<file path="config.mk">
export PLATFORM = sky130hd
export DESIGN_NAME = weighted_vote_tally
export DESIGN_NICKNAME = d
export VERILOG_FILES = /design/src/rtl/vote_tally_pkg.sv /design/src/rtl/vote_weight_sum.sv /design/src/rtl/vote_code_map.sv /design/src/rtl/vote_snapshot_reg.sv /design/src/rtl/weighted_vote_tally.sv
export SDC_FILE = /design/constraint.sdc
export NUM_CORES = 1
export LEC_CHECK = 0
export BUFFER_PORTS_ARGS = -buffer_cell sky130_fd_sc_hd__buf_2
export CAP_MARGIN = 20
export CORE_AREA = 2 2 39 41
export DETAILED_ROUTE_END_ITERATION = 8
export DIE_AREA = 0 0 41 43
export PLACE_DENSITY = 0.49
export SETUP_SLACK_MARGIN = 0.05
export SLEW_MARGIN = 10
export SYNTH_ARGS = -nofsm -noshare
export SYNTH_HDL_FRONTEND = slang
export SYNTH_SLANG_ARGS = --single-unit
export TNS_END_PERCENT = 20
</file>
<file path="constraint.sdc">
create_clock -name clk -period 3.11 [get_ports clk]
set_clock_uncertainty 0.05 [all_clocks]
set_input_delay 0.622 -clock clk [delete_from_list [all_inputs] [get_ports clk]]
set_output_delay 0.622 -clock clk [all_outputs]
set_load 0.05 [all_outputs]
</file>
<file path="src/rtl/vote_tally_pkg.sv">
package vote_tally_pkg;

   // Ballot order inside the packed vote vector; the code map depends on it
   typedef enum int {
      IDX_MEMBER = 0,
      IDX_SENIOR = 1,
      IDX_CHAIR  = 2
   } voter_idx_e;

   localparam int NUM_VOTERS = 3;

   // Compile-time helper: bits needed for a value
   function automatic int bits_for(input int value);
      int b;
      b = 1;
      while ((1 << b) <= value) b++;
      return b;
   endfunction

endpackage

</file>
<file path="src/rtl/vote_weight_sum.sv">
module vote_weight_sum #(
   parameter int                         NUM_IN     = 3,
   parameter int                         SUM_W      = 4,
   parameter logic [NUM_IN*SUM_W-1:0]    WEIGHT_VEC = '0
) (
   input  logic [NUM_IN-1:0] yes_vec,
   output logic [SUM_W-1:0]  weighted_sum
);

   logic [SUM_W-1:0] partial [NUM_IN+1];

   assign partial[0] = '0;

   // One adder stage per voter: add the weight only on a yes ballot
   for (genvar i = 0; i < NUM_IN; i++) begin : g_stage
      localparam logic [SUM_W-1:0] STAGE_WEIGHT = WEIGHT_VEC[i*SUM_W +: SUM_W];
      assign partial[i+1] = partial[i] + (yes_vec[i] ? STAGE_WEIGHT : '0);
   end

   assign weighted_sum = partial[NUM_IN];

endmodule

</file>
<file path="src/rtl/vote_code_map.sv">
module vote_code_map #(
   parameter int               NUM_IN       = 3,
   parameter int               CODE_W       = 4,
   parameter logic [CODE_W-1:0] NONE_CODE   = '1,
   parameter logic [CODE_W-1:0] ALL_CODE    = '0
) (
   input  logic [NUM_IN-1:0] yes_vec,
   input  logic [CODE_W-1:0] weighted_sum,
   output logic [CODE_W-1:0] code
);

   logic nobody_yes;
   logic everybody_yes;

   assign nobody_yes    = ~|yes_vec;
   assign everybody_yes = &yes_vec;

   always_comb begin
      if (nobody_yes)         code = NONE_CODE;
      else if (everybody_yes) code = ALL_CODE;
      else                    code = weighted_sum;
   end

endmodule

</file>
<file path="src/rtl/vote_snapshot_reg.sv">
module vote_snapshot_reg #(
   parameter bit                REGISTERED = 1'b1,
   parameter int                DATA_W     = 4,
   parameter logic [DATA_W-1:0] RESET_VAL  = '1
) (
   input  logic              clk,
   input  logic              rst,
   input  logic              load,
   input  logic [DATA_W-1:0] d,
   output logic [DATA_W-1:0] q
);

   if (REGISTERED) begin : g_reg
      logic [DATA_W-1:0] held;
      always_ff @(posedge clk) begin
         if (rst)       held <= RESET_VAL;
         else if (load) held <= d;
      end
      assign q = held;
   end else begin : g_pass
      assign q = d;
   end

endmodule

</file>
<file path="src/rtl/weighted_vote_tally.sv">
module weighted_vote_tally #(
   parameter int CODE_W        = 4,
   parameter int CHAIR_WEIGHT  = 5,
   parameter int SENIOR_WEIGHT = 3,
   parameter int MEMBER_WEIGHT = 2,
   parameter int BLANK_CODE    = 15,
   parameter int ALL_YES_CODE  = 0,
   parameter bit SNAPSHOT      = 1'b1
) (
   input  logic              clk,
   input  logic              rst,
   input  logic              latch_en,
   input  logic              chair_yes,
   input  logic              senior_yes,
   input  logic              member_yes,
   output logic [CODE_W-1:0] tally_code
);

   import vote_tally_pkg::*;

   localparam int TOTAL_WEIGHT = CHAIR_WEIGHT + SENIOR_WEIGHT + MEMBER_WEIGHT;
   localparam int TOTAL_BITS   = bits_for(TOTAL_WEIGHT);
   localparam logic [NUM_VOTERS*CODE_W-1:0] WEIGHTS =
      {CODE_W'(CHAIR_WEIGHT), CODE_W'(SENIOR_WEIGHT), CODE_W'(MEMBER_WEIGHT)};
   localparam logic [CODE_W-1:0] NONE_C = CODE_W'(BLANK_CODE);
   localparam logic [CODE_W-1:0] ALL_C  = CODE_W'(ALL_YES_CODE);

   // Elaboration-time parameter checks
   if (TOTAL_BITS > CODE_W) begin : g_bad_width
      $error("weighted_vote_tally: total weight does not fit CODE_W");
   end
   if (CHAIR_WEIGHT < 1 || SENIOR_WEIGHT < 1 || MEMBER_WEIGHT < 1) begin : g_bad_weight
      $error("weighted_vote_tally: every weight must be positive");
   end
   if (BLANK_CODE >= (1 << CODE_W) || ALL_YES_CODE >= (1 << CODE_W)) begin : g_bad_code
      $error("weighted_vote_tally: special code out of range");
   end

   logic [NUM_VOTERS-1:0] yes_vec;
   logic [CODE_W-1:0]     sum_w;
   logic [CODE_W-1:0]     code_next;

   assign yes_vec[IDX_CHAIR]  = chair_yes;
   assign yes_vec[IDX_SENIOR] = senior_yes;
   assign yes_vec[IDX_MEMBER] = member_yes;

   vote_weight_sum #(
      .NUM_IN     (NUM_VOTERS),
      .SUM_W      (CODE_W),
      .WEIGHT_VEC (WEIGHTS)
   ) sum_i (
      .yes_vec      (yes_vec),
      .weighted_sum (sum_w)
   );

   vote_code_map #(
      .NUM_IN    (NUM_VOTERS),
      .CODE_W    (CODE_W),
      .NONE_CODE (NONE_C),
      .ALL_CODE  (ALL_C)
   ) map_i (
      .yes_vec      (yes_vec),
      .weighted_sum (sum_w),
      .code         (code_next)
   );

   vote_snapshot_reg #(
      .REGISTERED (SNAPSHOT),
      .DATA_W     (CODE_W),
      .RESET_VAL  (NONE_C)
   ) snap_i (
      .clk  (clk),
      .rst  (rst),
      .load (latch_en),
      .d    (code_next),
      .q    (tally_code)
   );

endmodule

</file>
* After elaboration in Yosys (flattened, before gate mapping) *
Index checks and enable logic that the tools add are counted.

cells by class
  add/subtract/negate cells = 2
  $mul = 0
  div/mod/pow operators = 0
  order comparisons = 0
  eq/ne operators = 0
  shift-type cells = 0
  multiplexer cells = 5
  bitwise operators = 0
  reductions and logical operators = 2

operators by type and width
  operator             number
  4-bit adder          2
  4-bit 2-to-1 mux     2
  2-bit 2-to-1 mux     2
  3-bit 2-to-1 mux     1
  3-bit AND reduction  1
  3-bit OR reduction   1

storage, ports and cells
  bits in registers = 4
  latch bits = 0
  bits in writable memories = 0
  memory bits (read-only) = 0
  input bits = 6
  output and inout bits = 4
  logic and storage cells = 10
  memories kept = 0

* Longest topological paths before layout *
  depth in word-level cells = 5
  depth in mapped cells = 5
  gate-level depth less buffers = 5

* By module *
Synthesis repeated with hierarchy kept, for this count alone.

second synthesis, totals
  cells, all modules = 27
  area, all modules = 292.8 um^2

by module, submodules not included
  module             times used  cells an instance  area an instance (um^2)  sequential area each (um^2)
  vote_snapshot_reg  1           12                 140.1                    80.1
  vote_code_map      1           9                  87.6                     0.0
  vote_weight_sum    1           6                  65.1                     0.0

* Worst setup path after synthesis *
No wires, ideal clock.

  path type = input to register
  start = input port senior_yes
  end = register snap_i.g_reg.held[2] (netlist: snap_i.q[2])
  setup time = 0.123 ns
  arrival = 1.285 ns
  required time = 2.937 ns
  setup slack = 1.652 ns
  stages = 4
  path buffers = 0
  cell sequence = ha_1 > a21oi_2 > nor3b_1 > o31ai_1

between the ends
  longest elaborated chain between the ends = 5
  elaborated cells on any way between the ends = 7
  those cells by class = add/sub: 2; mux: 3; reduce/logical: 2

ends and longest elaborated chain
  what                       line                       text
  start: declaration         weighted_vote_tally.sv:14  input logic senior_yes,
  2-bit 2-to-1 mux           vote_weight_sum.sv:17      assign partial[i+1] = partial[i] + (yes_vec[i] ? STAGE_WEIGHT : '0);
  4-bit adder (2 in series)  vote_weight_sum.sv:17
  4-bit 2-to-1 mux           vote_code_map.sv:20        else if (everybody_yes) code = ALL_CODE;
  4-bit 2-to-1 mux (*)       vote_code_map.sv:19        if (nobody_yes) code = NONE_CODE;
  end signal: assignment     vote_snapshot_reg.sv:16    if (rst) held <= RESET_VAL;
  end signal: assignment     vote_snapshot_reg.sv:17    else if (load) held <= d;
  end: declaration           vote_snapshot_reg.sv:14    logic [DATA_W-1:0] held;

Mark *: on every way between the ends. The rest lies on a longest branch, timed or not.
A chain may end at the register's enable or synchronous reset.

* Worst setup path in the final report *
  start = register snap_i.g_reg.held[1] (netlist: snap_i.q[1])
  end = output port tally_code[1]

RTL lines
  what              line                       text
  end: declaration  weighted_vote_tally.sv:16  output logic [CODE_W-1:0] tally_code

No word-level cell between the ends.

==> impl_metrics.env <==
export IMPL_via_per_inst=4.15
export IMPL_drc_errors=0
export IMPL_drive_gt1_frac=0.333
export IMPL_area_growth_pct=37.6
export IMPL_finalSetupViolCount=0
export IMPL_rows=14
export IMPL_maxCapViolCount=0
export IMPL_worst_pin_slew_ps=249
export IMPL_cp_cell_sequence="buf_2"
export IMPL_cts_buffer_depth=2
export IMPL_tns_ps=0
export IMPL_hold_worst_slack_ps=408
export IMPL_status="finished, final reports clean"
export IMPL_fin_crit_ps=1480
export IMPL_critPathArrivalTime_ps=810
export IMPL_ant_nets=0
export IMPL_crit_cells=1
export IMPL_crit_family="flip-flops"
export IMPL_grt_pass1_vias=227
export IMPL_hold_violations=0
export IMPL_seqCellArea_um2=80.1
export IMPL_top_level_ports=10
export IMPL_coreArea_mm2=0.00138
export IMPL_grt_start_max_net_pins=7
export IMPL_portBuffers=9
export IMPL_finalNetCount=50
export IMPL_hold_buffers=0
export IMPL_fmax_ghz=0.674
export IMPL_synth_fp_nets=36
export IMPL_maxSlewHeadroom=0.835
export IMPL_ys_ff_latch=4
export IMPL_antenna_found_initial=0
export IMPL_hpwlAfterDp_um=400
export IMPL_cp_start_kind="flip-flop"
export IMPL_critPathSlowestCell="dfxtp_1"
export IMPL_fill_cells=165
export IMPL_cts_root_buf="clkbuf_4"
export IMPL_required_ps=2440
export IMPL_holdCritPathClass="reg2reg"
export IMPL_htree_levels=1
export IMPL_post_cts_buffers=0
export IMPL_clk_latency_ps=230
export IMPL_largest_register_ffs=4
export IMPL_dr_total_vias=228
export IMPL_cts_tree="yes"
export IMPL_cts_sinks=4
export IMPL_slowest_delay_ps=320
export IMPL_overflow=0
export IMPL_numCtsBuffers=3
export IMPL_wirelength_um=462
export IMPL_grt_usage=0.0733
export IMPL_dieWidth_um=41
export IMPL_reg2regPathDepth=1
export IMPL_initial_core_util=0.168
export IMPL_synth_cell_types=14
export IMPL_maxSlewViolCount=0
export IMPL_ys_warnings_count=0
export IMPL_path_class="reg2out"
export IMPL_gp_congestion=0.721
export IMPL_antenna_cells=0
export IMPL_ir_drop_v=0.0000977
export IMPL_ctsResizeCount=0
export IMPL_die_y_um=43
export IMPL_synth_area_um2=233
export IMPL_yosysSeqAreaShare=0.344
export IMPL_period_share=0.477
export IMPL_grt_pass1_wl_um=848
export IMPL_rsz0062_at_grt="no"
export IMPL_wl_per_cell_um=8.40
export IMPL_multiInputGateArea_um2=141
export IMPL_drtIter0Drc=6
export IMPL_p_leak_nw=0.166
export IMPL_pre_cts_ws_ps=1440
export IMPL_avgSynthCellArea_um2=8.62
export IMPL_dieArea_mm2=0.00176
export IMPL_worstSetupEndpointType="output pin"
export IMPL_cp_num_buf_inv=1
export IMPL_path_max_fanout=2
export IMPL_first_pass_iters=2
export IMPL_hold_depth=2
export IMPL_power_density_mw_per_mm2=499
export IMPL_syn_inst=27
export IMPL_fin_ws_ps=1630
export IMPL_clkTransAtPathRegs_ps=40
[layout by cell type, fill, tap and decap left out]
| cell type | instances |
|---|---|
| buf_2 | 9 |
| dfxtp_1 | 4 |
| inv_1 | 3 |
| nand2_1 | 3 |
| ha_1 | 3 |
| clkbuf_4 | 3 |
| nor2_1 | 2 |
| nor3_1 | 2 |
| a21oi_1 | 2 |
| o31ai_1 | 2 |
| and2b_1 | 1 |
| o21bai_1 | 1 |
| a21oi_2 | 1 |
| nor3b_1 | 1 |
| o211a_1 | 1 |
| a211o_1 | 1 |
[cell usage after synthesis (all sizes together)]
cell type / count / area [um^2]
nand2: 3 / 11.3
o31ai: 2 / 15.0
inv: 3 / 11.3
nor3: 2 / 10.0
a21oi: 3 / 18.8
and2b: 1 / 7.51
o211a: 1 / 10.0
ha: 3 / 37.5
nor3b: 1 / 7.51
nor2: 2 / 7.51
a211o: 1 / 8.76
o21bai: 1 / 7.51
dfxtp: 4 / 80.1
[path summary, 6_finish.rpt]
path                            slack, ps            end   startpoint
worst max register to register       2400    snap_i.q[1]  snap_i.q[1]
worst min-delay path                  410    snap_i.q[3]  snap_i.q[3]
worst max-delay path                 1630  tally_code[1]  snap_i.q[1]
worst min register to register        410    snap_i.q[3]  snap_i.q[3]
[stage by stage]
stage	power [W]	cells	util	area, um^2
after CTS	0.000163	55	0.231	320
after global placement	0.0000972	52	0.215	298
after floorplan	0.0000855	27	-	233
after detailed placement	0.0000975	52	0.215	298
final	0.000160	55	0.231	320
after global routing	0.000171	55	0.231	320
[kinds of logic after synthesis]
family / Yosys count / share of synthesized area
flops: 4 / 0.344
fa+ha+maj: 3 / 0.161
compound gates: 8 / 0.258
buf+inv: 3 / 0.0484
simple gates: 9 / 0.188
[where the power goes]
group | leakage (nW) | internal (W) | switching [W] | total [W]
sequential | 0.0333 | 0.0000556 | 0.00000169 | 0.0000573
clock | 0.0138 | 0.0000431 | 0.0000204 | 0.0000635
combinational | 0.118 | 0.0000127 | 0.0000263 | 0.0000390
total | 0.166 | 0.000111 | 0.0000484 | 0.000160
[layout make-up]
class	instances	area share
Multi-Input combinational cell	20	0.441
Sequential cell	4	0.250
Timing Repair Buffer	9	0.141
Clock buffer	3	0.0703
Tap cell	16	0.0625
Inverter	3	0.0352
[metal layers]
layer | GRT usage | wire length (um) | vias to the layer above
met5 | 0 | 0 | -
met4 | 0.0800 | 0 | 0
met3 | 0.0157 | 29 | 0
met2 | 0.0938 | 207 | 6
met1 | 0.0900 | 224 | 101
li1 | - | - | 121
[worst min-delay path: cells and delay by family (launching register included)]
family             cells  cell delay [ps]
DFF                    1              310
AOI/OAI and AO/OA      2              110
Power figures use the tool's default switching activity.
